`src/rtl/mbox_pkg.sv`:
```
// Package: shared control type and helpers for the mailbox doorbell logic.
// Assumes all pin-level controls are active low and are converted once here.
package mbox_pkg;

    // Active-high view of one port's access controls.
    typedef struct packed {
        logic sel;
        logic oe;
        logic wr;
        logic go;   // busy qualifier passes
    } port_ctl_t;

    // Converts active-low pins to the active-high control view.
    function automatic port_ctl_t to_ctl(input logic sel_n, input logic oe_n,
                                         input logic we_n, input logic busy_n);
        port_ctl_t c;
        c.sel = ~sel_n;
        c.oe  = ~oe_n;
        c.wr  = ~we_n;
        c.go  = busy_n;
        return c;
    endfunction

endpackage

```
`src/rtl/mbox_access_decode.sv`:
```
// Module: decodes one port's access into a ring of the peer mailbox and an
// acknowledge of the own mailbox. Assumes the controls are already active high.
module mbox_access_decode
    import mbox_pkg::*;
#(
    parameter int ADDR_W = 14,
    parameter logic [ADDR_W-1:0] OWN_BOX  = '1,
    parameter logic [ADDR_W-1:0] PEER_BOX = '1
) (
    input  port_ctl_t         ctl,
    input  logic [ADDR_W-1:0] addr,
    output logic              ring_peer,
    output logic              ack_own
);

    // Write to the peer mailbox rings the peer, subject to the busy veto.
    always_comb ring_peer = ctl.sel && ctl.wr && ctl.go && (addr == PEER_BOX);

    // Output-enabled access to the own mailbox acknowledges, read/write ignored.
    always_comb ack_own = ctl.sel && ctl.oe && ctl.go && (addr == OWN_BOX);

endmodule

```
`src/rtl/mbox_irq_flag.sv`:
```
// Module: one registered doorbell flag driving an active-low interrupt.
// Assumes set and clear are single-cycle pulses; set wins when both arrive.
module mbox_irq_flag (
    input  logic clk,
    input  logic rst_n,
    input  logic set,
    input  logic clr,
    output logic irq_n
);

    logic pend;

    // Holds the pending doorbell; set takes precedence over clear.
    always_ff @(posedge clk) begin
        if (!rst_n)   pend <= 1'b0;
        else if (set) pend <= 1'b1;
        else if (clr) pend <= 1'b0;
    end

    // Drives the interrupt pin low while a doorbell is pending.
    always_comb irq_n = ~pend;

endmodule

```
`src/rtl/mbox_doorbell.sv`:
```
// Module: top of the cross-port mailbox doorbell logic. Port 0 is left,
// port 1 is right; the left mailbox is the top address minus one, the right
// mailbox is the top address. Assumes one synchronous clock for both ports.
module mbox_doorbell
    import mbox_pkg::*;
#(
    parameter int ADDR_W = 14
) (
    input  logic              clk,
    input  logic              rst_n,
    input  logic              lt_sel_n,
    input  logic              lt_oe_n,
    input  logic              lt_we_n,
    input  logic [ADDR_W-1:0] lt_addr,
    input  logic              lt_busy_n,
    input  logic              rt_sel_n,
    input  logic              rt_oe_n,
    input  logic              rt_we_n,
    input  logic [ADDR_W-1:0] rt_addr,
    input  logic              rt_busy_n,
    output logic              lt_irq_n,
    output logic              rt_irq_n
);

    localparam int NPORT = 2;

    port_ctl_t         ctl  [NPORT];
    logic [ADDR_W-1:0] addr [NPORT];
    logic [NPORT-1:0]  ring;
    logic [NPORT-1:0]  ack;
    logic [NPORT-1:0]  irq_n;

    // Gathers both ports' pins into indexed control views.
    always_comb begin
        ctl[0]  = to_ctl(lt_sel_n, lt_oe_n, lt_we_n, lt_busy_n);
        ctl[1]  = to_ctl(rt_sel_n, rt_oe_n, rt_we_n, rt_busy_n);
        addr[0] = lt_addr;
        addr[1] = rt_addr;
    end

    for (genvar i = 0; i < NPORT; i++) begin : g_port
        localparam logic [ADDR_W-1:0] OWN  = {{(ADDR_W-1){1'b1}}, 1'(i)};
        localparam logic [ADDR_W-1:0] PEER = {{(ADDR_W-1){1'b1}}, 1'(1-i)};

        mbox_access_decode #(
            .ADDR_W  (ADDR_W),
            .OWN_BOX (OWN),
            .PEER_BOX(PEER)
        ) u_dec (
            .ctl      (ctl[i]),
            .addr     (addr[i]),
            .ring_peer(ring[i]),
            .ack_own  (ack[i])
        );

        mbox_irq_flag u_flag (
            .clk  (clk),
            .rst_n(rst_n),
            .set  (ring[NPORT-1-i]),
            .clr  (ack[i]),
            .irq_n(irq_n[i])
        );
    end

    // Routes the per-port interrupts to the pins.
    always_comb begin
        lt_irq_n = irq_n[0];
        rt_irq_n = irq_n[1];
    end

endmodule

```
`config.mk`:
```
export PLATFORM = sky130hd
export DESIGN_NAME = mbox_doorbell
export DESIGN_NICKNAME = d
export VERILOG_FILES = /design/src/rtl/mbox_pkg.sv /design/src/rtl/mbox_access_decode.sv /design/src/rtl/mbox_irq_flag.sv /design/src/rtl/mbox_doorbell.sv
export SDC_FILE = /design/constraint.sdc
export NUM_CORES = 1
export LEC_CHECK = 0
export BUFFER_PORTS_ARGS = -buffer_cell sky130_fd_sc_hd__buf_2
export CAP_MARGIN = 20
export CORE_AREA = 2 2 39 41
export DETAILED_ROUTE_END_ITERATION = 10
export DIE_AREA = 0 0 41 43
export PLACE_DENSITY = 0.48
export SLEW_MARGIN = 25
export SYNTH_ARGS = -nofsm -noshare
export SYNTH_HDL_FRONTEND = slang
export SYNTH_SLANG_ARGS = --single-unit
```
`constraint.sdc`:
```
create_clock -name clk -period 1.9 [get_ports clk]
set_input_delay 0.38 -clock clk [delete_from_list [all_inputs] [get_ports clk]]
set_output_delay 0.38 -clock clk [all_outputs]
set_load 0.005 [all_outputs]
```
==> results.json <==
{
  "outcome": "finished clean",
  "synth.distinct_cells": 13,
  "min_delay_path_depth": 3,
  "final_net_count": 105,
  "tritoncts_num_sinks": 2,
  "fp.dieH_um": 43,
  "postRouteWirelength_um": 682,
  "grt_start_max_net_pins": 5,
  "maxSlewViolCount": 0,
  "yosys_register_bits": 2,
  "finalHoldViolations": 0,
  "global_route_wire_length_before_repair_um": 1190,
  "gr-total-overflow": 0,
  "mappedNetlistNets": 61,
  "synth_xor_xnor_area_share_pct": 0,
  "place_worst_setup_slack_ns": 0.375,
  "number_of_top_level_design_ports": 40,
  "synth_fa_ha_area_share_pct": 0,
  "p_total_w": 0.000180,
  "path_class": "input port to register",
  "clock-skew-final_ns": 0,
  "finalHoldWorstSlack_ns": 0.439,
  "post_synth_inst_count": 23,
  "vdd.ir_drop.worst_mv": 0.153,
  "detailroute.via_count": 350,
  "cts_setup_buffers": 0,
  "fmax_mhz": 799,
  "final_core_util_pct": 29.4,
  "place.port_buffers": 39,
  "ys_seq_area_share_pct": 23.7,
  "share_of_final_layout_standard_cells_stronger_than_drive_strength_1_pct": 66.2,
  "grt_pass1_vias": 343,
  "cts-buffers-inserted": 3,
  "postLayoutSetupSlackWorst_ns": 0.649,
  "tcrit_tclk_final_pct": 65.8,
  "synth-simple-area-share_pct": 63.0,
  "clock_tree.buffer_depth": 2,
  "synth_mux_area_share_pct": 0,
  "setup-violations-final": 0,
  "synthesis.area_per_instance_um2": 7.34,
  "hold_path.class": "input port to register",
  "ff2ff_setup_slack_ns": 1.29,
  "largest_register_ff_count": 2,
  "r2r_end": "g_port[1].u_flag.pend$_SDFFE_PN0P_",
  "cts.hold.buffers_added": 0,
  "worst_setup_path_start_kind": "input port",
  "max_slew.worst_pin.slew_ns": 0.339,
  "r2r_cells": 1,
  "timing.critical_path.fanout_max": 2,
  "die_width_um": 41,
  "largest_register": "g_port.u_flag.pend",
  "cts_tree": "yes",
  "num_rows": 14,
  "worstPathArrival_ns": 1.36,
  "cts-root-buf": "clkbuf_4",
  "detailedRoute.firstIterationViolations": 1,
  "reg.largest.list": "g_port.u_flag.pend: 2 flops",
  "placeableCoreArea_um2": 1380,
  "regToRegStartpoint": "g_port[1].u_flag.pend$_SDFFE_PN0P_",
  "slew-limit-headroom_pct": 77.2,
  "netlist_top_cells_area": "dfxtp_1 (24%), nand4_1 (15%), nand4b_1 (10%), nand3_1 (8.9%), nor4_2 (7.4%)",
  "detail-route-antenna-nets": 0,
  "worst_setup_path_end_kind": "register",
  "routedWlPerCell_um": 8.42,
  "synth.cell_area_um2": 169,
  "areaGrowthSynthToFinish_pct": 141,
  "synth.largest_area_cell": "dfxtp_1",
  "pwr_cell_area_nw_per_um2": 444,
  "required_time_of_the_critical_path_ns": 2.01,
  "worst_skew_pair_later_pin_latency_ns": 0.23,
  "num_antenna_cells": 0,
  "yosysTopAreaCellShare_pct": 23.7,
  "viasPerCell": 4.32,
  "setup_repair_after_global_routing_missed_its_margin": "false",
  "detail_route.drc_violations": 0,
  "ys_warn_count": 0,
  "gp_congestion": 0.588,
  "worst_hold_startpoint": "rst_n",
  "cap_violations": 0,
  "p_leak_nw": 0.199,
  "cts_repair_resize_count": 0,
  "synth_compound_area_share_pct": 8.89,
  "worst_hold_path.endpoint": "g_port[0].u_flag.pend$_SDFFE_PN0P_",
  "worst_setup_hold_path_clk_slew_ns": 0.03,
  "global_route.usage.total_pct": 10.4,
  "detailedRoute.firstPassIterationCount": 2,
  "grt_antenna_before_repair": 0,
  "final.min_clock_period_ns": 1.25,
  "clock_tree.htree_level_count": 1,
  "synth_top_family_by_area": "simple AND/OR/NAND/NOR gates",
  "starting_utilization_of_the_core_area_pct": 12.2,
  "fp.dieArea_um2": 1760,
  "setup_total_negative_slack_ns": 0,
  "detailedPlacementHpwl_um": 620
}
-- cell families after synthesis --
family / after synthesis
and+or+nand+nor: 17
DFF: 2
AOI/OAI and AO/OA: 2
buffers and inverters: 2
-- cells in the mapped netlist --
cell      number
nor4_2         1
nor2_1         2
nand3b_1       1
o21ai_0        1
nand4_1        4
nand4b_1       2
a32o_1         1
inv_1          2
nor3b_1        1
nand3_1        3
dfxtp_1        2
nand2_1        2
nor4_1         1
-- area by class of cell --
cell class | instances | area, um^2
Sequential cell | 2 | 40.0
Multi-Input combinational cell | 19 | 121
Clock buffer | 3 | 22.5
Inverter | 2 | 7.51
Timing Repair Buffer | 39 | 195
Tap cell | 16 | 20.0
Fill cell | 155 | 977
-- worst max path at each step --
stage / start / end / cells after the start
6_report: rt_sel_n / g_port[1].u_flag.pend$_SDFFE_PN0P_ / 5
5_1_grt: rt_sel_n / g_port[1].u_flag.pend$_SDFFE_PN0P_ / 5
3_5_place_dp: rt_sel_n / g_port[1].u_flag.pend$_SDFFE_PN0P_ / 5
4_1_cts: rt_sel_n / g_port[1].u_flag.pend$_SDFFE_PN0P_ / 5
2_1_floorplan: rt_sel_n / g_port[1].u_flag.pend$_SDFFE_PN0P_ / 4
3_3_place_gp: rt_sel_n / g_port[1].u_flag.pend$_SDFFE_PN0P_ / 5
-- metal layers --
layer | GRT usage (%) | vias to the layer above | routed length [um]
met5 | 0 | - | 0
met4 | 12.0 | 0 | 34
met3 | 1.57 | 4 | 85
met2 | 15.9 | 25 | 361
met1 | 10.2 | 145 | 200
li1 | - | 176 | -
-- power by group --
| part | switching [W] | leakage [nW] | total (W) | internal [W] |
|---|---|---|---|---|
| Clock | 0.0000255 | 0.0138 | 0.0000953 | 0.0000698 |
| Sequential | 0.000000000317 | 0.0161 | 0.0000423 | 0.0000423 |
| Combinational | 0.0000132 | 0.169 | 0.0000428 | 0.0000297 |
| Total | 0.0000387 | 0.199 | 0.000180 | 0.000142 |
-- worst max-delay path, cell delays in order --
cell and delay [ns]:
buf_2 0.09, nand4b_1 0.17, nor4_2 0.35, nand3b_1 0.12, a32o_1 0.26
-- layout by cell type, fill, tap and decap left out --
| cell type | count |
|---|---|
| buf_2 | 39 |
| nand4_1 | 4 |
| nand3_1 | 3 |
| clkbuf_4 | 3 |
| inv_1 | 2 |
| nand4b_1 | 2 |
| nand2_1 | 2 |
| nor2_1 | 2 |
| dfxtp_1 | 2 |
| nor4_2 | 1 |
| nand3b_1 | 1 |
| nor4_1 | 1 |
| a32o_1 | 1 |
| nor3b_1 | 1 |
| o21ai_0 | 1 |
-- metrics by stage --
step | instances | area (um^2)
final | 81 | 407
after global routing | 81 | 407
after CTS | 81 | 407
after detailed placement | 78 | 384
after global placement | 78 | 384
after floorplan | 23 | 169
(Power assumes the default switching activity.)
